### config.mk
export PLATFORM = sky130hd
export DESIGN_NAME = dual_lfsr_sig
export DESIGN_NICKNAME = d
export VERILOG_FILES = /design/src/rtl/lfsr_pkg.sv /design/src/rtl/lfsr_next.sv /design/src/rtl/lfsr_seed_fix.sv /design/src/rtl/dual_lfsr_sig.sv
export SDC_FILE = /design/constraint.sdc
export NUM_CORES = 1
export LEC_CHECK = 0
export BUFFER_PORTS_ARGS = -buffer_cell sky130_fd_sc_hd__buf_2
export CORE_AREA = 5 5 42 44
export CTS_BUF_LIST = sky130_fd_sc_hd__clkbuf_4
export DETAILED_ROUTE_END_ITERATION = 10
export DIE_AREA = 0 0 47 49
export PLACE_DENSITY = 0.45
export SLEW_MARGIN = 20
export SYNTH_ARGS = -nofsm -noshare
export SYNTH_HDL_FRONTEND = slang
export SYNTH_SLANG_ARGS = --single-unit
export TNS_END_PERCENT = 20
### constraint.sdc
create_clock -name clk -period 1.3 [get_ports clk]
set_input_delay 0.13 -clock clk [delete_from_list [all_inputs] [get_ports clk]]
set_output_delay 0.13 -clock clk [all_outputs]
set_load 0.01 [all_outputs]
### src/rtl/lfsr_pkg.sv
package lfsr_pkg;

  typedef enum logic {
    MODE_GEN = 1'b0,
    MODE_SIG = 1'b1
  } lfsr_mode_e;

  // Value entering one stage: shifted bit, optionally folded with data.
  function automatic logic fold_bit(input logic shifted, input logic din,
                                    input logic sig_on);
    return shifted ^ (din & sig_on);
  endfunction

  // Parity of the tapped stages.
  function automatic logic tap_parity(input logic [31:0] st,
                                      input logic [31:0] taps);
    return ^(st & taps);
  endfunction

endpackage

### src/rtl/lfsr_next.sv
module lfsr_next
  import lfsr_pkg::*;
#(
  parameter int W = 3,
  parameter logic [W-1:0] TAPS = 3'b110
) (
  input  logic [W-1:0] cur,
  input  logic [W-1:0] din,
  input  logic         sig_on,
  output logic [W-1:0] nxt,
  output logic         fb
);
  localparam int PAD = 32 - W;

  assign fb = tap_parity({{PAD{1'b0}}, cur}, {{PAD{1'b0}}, TAPS});

  for (genvar i = 0; i < W; i++) begin : g_stage
    logic shifted;
    if (i == 0) begin : g_head
      assign shifted = fb;
    end else begin : g_body
      assign shifted = cur[i-1];
    end
    assign nxt[i] = fold_bit(shifted, din[i], sig_on);
  end

endmodule

### src/rtl/lfsr_seed_fix.sv
module lfsr_seed_fix #(
  parameter int W = 3,
  parameter logic [W-1:0] SUB = 3'b001
) (
  input  logic [W-1:0] seed,
  output logic [W-1:0] fixed,
  output logic         was_zero
);
  assign was_zero = (seed == '0);
  assign fixed    = was_zero ? SUB : seed;
endmodule

### src/rtl/dual_lfsr_sig.sv
module dual_lfsr_sig
  import lfsr_pkg::*;
#(
  parameter int W = 3,
  parameter logic [W-1:0] TAPS = 3'b110,
  parameter logic [W-1:0] SUB  = 3'b001
) (
  input  logic         clk,
  input  logic         rst,
  input  logic         seed_load,
  input  logic [W-1:0] seed_val,
  input  logic         mode,
  input  logic         en,
  input  logic [W-1:0] par_in,
  output logic         ser_out,
  output logic [W-1:0] state_out
);
  lfsr_mode_e   mode_e;
  logic [W-1:0] state_q;
  logic [W-1:0] step_val;
  logic [W-1:0] seed_ok;
  logic         fb_bit;
  logic         seed_zero;
  logic         load_ev;
  logic         step_ev;

  assign mode_e  = lfsr_mode_e'(mode);
  assign load_ev = !rst && seed_load;
  assign step_ev = !rst && !seed_load && en;

  lfsr_seed_fix #(.W(W), .SUB(SUB)) u_seed (
    .seed    (seed_val),
    .fixed   (seed_ok),
    .was_zero(seed_zero)
  );

  lfsr_next #(.W(W), .TAPS(TAPS)) u_next (
    .cur   (state_q),
    .din   (par_in),
    .sig_on(mode_e == MODE_SIG),
    .nxt   (step_val),
    .fb    (fb_bit)
  );

  always_ff @(posedge clk) begin
    if (rst)          state_q <= SUB;
    else if (seed_load) state_q <= seed_ok;
    else if (en)      state_q <= step_val;
  end

  assign state_out = state_q;
  assign ser_out   = state_q[W-1];

endmodule

# Word level (Yosys, flattened, before mapping)
# Index checks and enable logic that the tools add are counted.
[word_totals]
wordCells = 13
output_inout_bits = 4
ff_bits = 3
in_bits = 11
[op_classes]
reduce_logical = 3
bitwise_logic = 6
muxes = 3
[op_table]
columns = ["op", "n"]
rows = [
  ["XOR reduction 32 bit", 1],
  ["2-to-1 mux 3 bit", 3],
  ["AND 1 bit", 3],
  ["zero test 3 bit", 1],
  ["XOR 1 bit", 3],
  ["nonzero test 2 bit", 1],
]

# Depth between registers and ports, before layout
[logic_depth]
word_depth = 4
ltp_mapped = 3
ltp_nobuf = 3

# By module
# Synthesis repeated with hierarchy kept, for this count alone.
[unflattened]
cells_unflattened = 26
hier_area_um2 = 224.0
[by_module_without_submodules]
columns = ["mod", "area_each_um2", "seq_area_each_um2", "cells_per_inst", "instances"]
rows = [
  ["dual_lfsr_sig", 145.1, 60.1, 15, 1],
  ["lfsr_next", 53.8, 0.0, 7, 1],
  ["lfsr_seed_fix", 25.0, 0.0, 4, 1],
]

# Least setup slack after synthesis
# No wires, ideal clock.
[synth_path]
path_type = "register -> register"
start = "register state_out[0] (netlist name)"
end = "register state_q[0] (netlist: state_out[0])"
path_stages_with_launch = 4
path_slack_ps = 210
t_required_ps = 1169
arrival_ps = 958
n_path_buf = 0
setup_time_ps = 131
period_less_slack_ps = 1090
cell_sequence = "dfxtp_1 -> or4_1 -> o41ai_1 -> a21oi_2"
[synth_rtl]
columns = ["item", "line_no", "text"]
rows = [
  ["to (signal assigned)", "dual_lfsr_sig.sv:47", "else if (seed_load) state_q <= seed_ok;"],
  ["to (signal assigned)", "dual_lfsr_sig.sv:48", "else if (en) state_q <= step_val;"],
  ["to (decl)", "dual_lfsr_sig.sv:19", "logic [W-1:0] state_q;"],
]

==> tab_implementation.tex <==
\begin{tabular}{lr}
\hline
Metric & Value \\
\hline
\multicolumn{2}{l}{\textbf{Run status}} \\
Result of the run & finished, final reports clean \\
\multicolumn{2}{l}{\textbf{Setup path}} \\
Worst reg2reg setup slack & 0.21 ns \\
Worst stage delay on the critical path & 0.51 ns \\
CP arrival & 1.18 ns \\
Cells along the critical path & or4\_1, o41ai\_1, a21oi\_2 \\
Critical Path Fanout Max & 4 \\
Slowest cell on the critical path & sky130\_fd\_sc\_hd\_\_or4\_1 \\
Worst reg-to-reg path cell count & 3 \\
Type of the worst setup path & register to register \\
Critical path required time & 1.40 ns \\
Reg-to-reg critical path startpoint & state\_out[0] \\
Nature of the critical path startpoint & register \\
Terminus of the critical flop-to-flop path & state\_out[0] \\
Endpoint kind of the worst setup timing path & register \\
Sum of buffers and inverters on the critical path & 0 \\
CP delay by family, top & simple AND/OR/NAND/NOR gates \\
\multicolumn{2}{l}{\textbf{Placed design}} \\
Number of buffer cells added on primary ports & 14 \\
Global placement routability congestion & 0.594 \\
Total placed instance area & 283 µm² \\
Worst setup slack before clock tree synthesis & 0.211 ns \\
Dpl cells & 55 \\
\multicolumn{2}{l}{\textbf{Power}} \\
Relative contribution of combinational cells to total power & 20.4\% \\
Internal portion of total power & 0.000275 W \\
Relative contribution of sequential cells to total power & 29.8\% \\
Largest vdd supply drop & 0.000461 V \\
Fraction of power consumed by the clock network & 49.8\% \\
Net switching power & 0.0000909 W \\
Power density over the cells & 1170 mW/mm² \\
Leakage power figure & 0.149 nW \\
Net Sw Frac & 24.8\% \\
\multicolumn{2}{l}{\textbf{Hold path}} \\
HP Start & seed\_val[1] \\
Hold WC Path Type & primary input to register \\
Hold Path Cell Cnt & 3 \\
WHS Endpoint & state\_out[1] \\
\multicolumn{2}{l}{\textbf{Cells and area}} \\
Total inserted antenna cells & 0 \\
Filler cells & 173 \\
Signed area change from the synthesized netlist to the final layout & 56.3\% \\
Fraction of layout instances using a drive strength above 1 & 44.2\% \\
Fin area & 313 µm² \\
Final Non-Filler Cells & 59 \\
Final cell utilization of the core & 22.3\% \\
Nets & 55 \\
Number of flip-flops under the largest register name & 3 \\
\multicolumn{2}{l}{\textbf{STA}} \\
FMAX & 920 MHz \\
Post-layout worst setup margin & 0.213 ns \\
Number of slew-limit violations in the final report & 0 \\
Final count of negative-setup-slack endpoints & 0 \\
Relative slew margins & 75.2\% \\
Worst setup skew after layout & 0.00806 ns \\
Setup repair after global routing missed its margin & no \\
Period minus WS final & 1.09 ns \\
Setup\_tns & 0 ns \\
Final clock period utilization by the worst path & 83.6\% \\
Worst-Margin Slew & 0.367 ns \\
Final Hold Viols & 0 \\
\multicolumn{2}{l}{\textbf{Yosys}} \\
Yosys warns & 0 \\
Nets in the synthesized netlist & 37 \\
Largest area contributor in the netlist & sky130\_fd\_sc\_hd\_\_dfxtp\_1 \\
Post-synthesis cell type count & 15 \\
Area of the mapped netlist & 200 µm² \\
Post-synthesis sequential area ratio & 30.0\% \\
Dominant cells by area after synthesis & sky130\_fd\_sc\_hd\_\_dfxtp\_1 (30\%), sky130\_fd\_sc\_hd\_\_xnor2\_1 (8.8\%), sky130\_fd\_sc\_hd\_\_o21a\_1 (7.5\%), sky130\_fd\_sc\_hd\_\_and3\_1 (6.3\%), sky130\_fd\_sc\_hd\_\_o22ai\_1 (6.3\%) \\
Post-synthesis sequential element count & 3 \\
Mean Syn Cell Area & 7.70 µm² \\
Portion of synthesized cell area occupied by the leading cell type & 30.0\% \\
Synth Instances & 26 \\
\multicolumn{2}{l}{\textbf{Clock network}} \\
Total number of clock tree sinks & 3 \\
Post CTS Setup Buffer Count & 0 \\
Number of clock buffers inserted by TritonCTS & 3 \\
Cell at the root of the clock tree & sky130\_fd\_sc\_hd\_\_clkbuf\_4 \\
Clock-pin slew reported for the worst setup and hold paths after clock tree synthesis & 0.03 ns \\
Maximum root-to-sink buffer count & 2 \\
Worst-skew pair later-pin latency & 0.23 ns \\
Quantity of gates resized following cts & 0 \\
Number of hold-repair buffers added at the cts stage & 0 \\
H-tree depth reported by CTS & 1 \\
TritonCTS clock tree & built \\
\multicolumn{2}{l}{\textbf{Routing}} \\
Number of vias in the routed layout & 252 \\
1st-iter DRT viols & 1 \\
Count of unresolved DRC violations after routing & 0 \\
First-pass detailed-route iteration total & 2 \\
Via count normalized by instance count & 4.27 \\
Antenna-violating nets left & 0 \\
Wire length after detailed routing & 575 µm \\
Detailed-route wire length per cell & 9.75 µm \\
\multicolumn{2}{l}{\textbf{GRT}} \\
Aggregate global routing overflow & 0 \\
Vias in the first global route & 235 \\
Initial antenna violation count & 0 \\
Pin count of the biggest net entering global routing & 7 \\
Global-route wire length before repair & 945 µm \\
Overall track demand over capacity in global routing & 5.99\% \\
\multicolumn{2}{l}{\textbf{Die}} \\
Die height & 49 µm \\
Horizontal extent of the die & 47 µm \\
Die ar. & 0.00230 mm² \\
I/O Pins & 15 \\
Number of placement rows & 14 \\
Starting density of the core & 14.3\% \\
Core Box Area & 0.00140 mm² \\
\multicolumn{2}{l}{\textbf{Job}} \\
Max\_cap viols & 0 \\
\hline
\end{tabular}
## Yosys cell counts
master / instances
sky130_fd_sc_hd__a21oi_2: 1
sky130_fd_sc_hd__o21ai_0: 2
sky130_fd_sc_hd__or4_1: 1
sky130_fd_sc_hd__inv_1: 1
sky130_fd_sc_hd__o41ai_1: 1
sky130_fd_sc_hd__nor2_1: 2
sky130_fd_sc_hd__buf_4: 1
sky130_fd_sc_hd__xnor2_1: 2
sky130_fd_sc_hd__o22ai_1: 2
sky130_fd_sc_hd__and3_1: 2
sky130_fd_sc_hd__nand2_1: 3
sky130_fd_sc_hd__o21a_1: 2
sky130_fd_sc_hd__dfxtp_1: 3
sky130_fd_sc_hd__a21oi_1: 2
sky130_fd_sc_hd__nor3b_1: 1
## worst max path at each step
| stage | from | end | slack, ns | cells past startpoint |
|---|---|---|---|---|
| 6_report | state_out[0] | state_out[0] | 0.21 | 3 |
| 5_1_grt | state_out[0] | state_out[0] | 0.18 | 3 |
| 4_1_cts | state_out[0] | state_out[0] | 0.21 | 3 |
| 3_5_place_dp | state_out[0] | state_out[0] | 0.21 | 3 |
| 3_3_place_gp | state_out[0] | state_out[0] | 0.23 | 3 |
| 2_1_floorplan | state_out[0] | state_out[0] | 0.21 | 3 |
## area by class of cell
type | count | area, µm² | share of cell area, %
Clock buffer | 4 | 30.0 | 9.60
Inverter | 1 | 3.75 | 1.20
Multi-Input combinational cell | 21 | 129 | 41.2
Sequential cell | 3 | 60.1 | 19.2
Tap cell | 16 | 20.0 | 6.40
Timing Repair Buffer | 14 | 70.1 | 22.4
## layer usage
layer,GRT usage [%],wire length [µm],up-vias
li1,-,-,130
met1,5.49,192,117
met2,9.28,330,5
met3,3.69,52,0
met4,4.15,0,0
met5,0,0,-
## cells by family after synthesis
group           after synthesis  synth area share, %
compound gates               10                 32.5
xor+xnor                      2                 8.75
buf+inv                       2                 5.62
flops                         3                 30.0
simple gates                  9                 23.1
## power by group through the flow
stage,clock (W),combinational [W],sequential (W)
final,0.000182,0.0000748,0.000109
after global routing,0.000199,0.0000850,0.000110
after CTS,0.000189,0.0000770,0.000109
after global placement,0,0.0000779,0.000110
after floorplan,0,0.0000381,0.000113
after detailed placement,0,0.0000767,0.000110
## metrics by stage
step	total power [W]	hold slack, ns
finish	0.000366	0.176
detailed placement	0.000187	0.408
floorplan	0.000151	0.244
CTS	0.000375	0.170
global route	0.000394	0.180
global placement	0.000188	0.418
## tightest hold or removal path, stage by stage
cell and delay (ns):
sky130_fd_sc_hd__buf_2 0.10, sky130_fd_sc_hd__nand2_1 0.05, sky130_fd_sc_hd__o22ai_1 0.06
## cell usage in the layout, fill, tap and decap left out, drive strengths merged
master,instances
o21ai,2
clkbuf,4
or4,1
o21a,2
buf,14
o22ai,2
inv,1
o41ai,1
and3,2
dfxtp,3
nor2,2
nand2,3
nor3b,1
xnor2,2
a21oi,3
No activity file was read; power rests on OpenSTA's default activity.
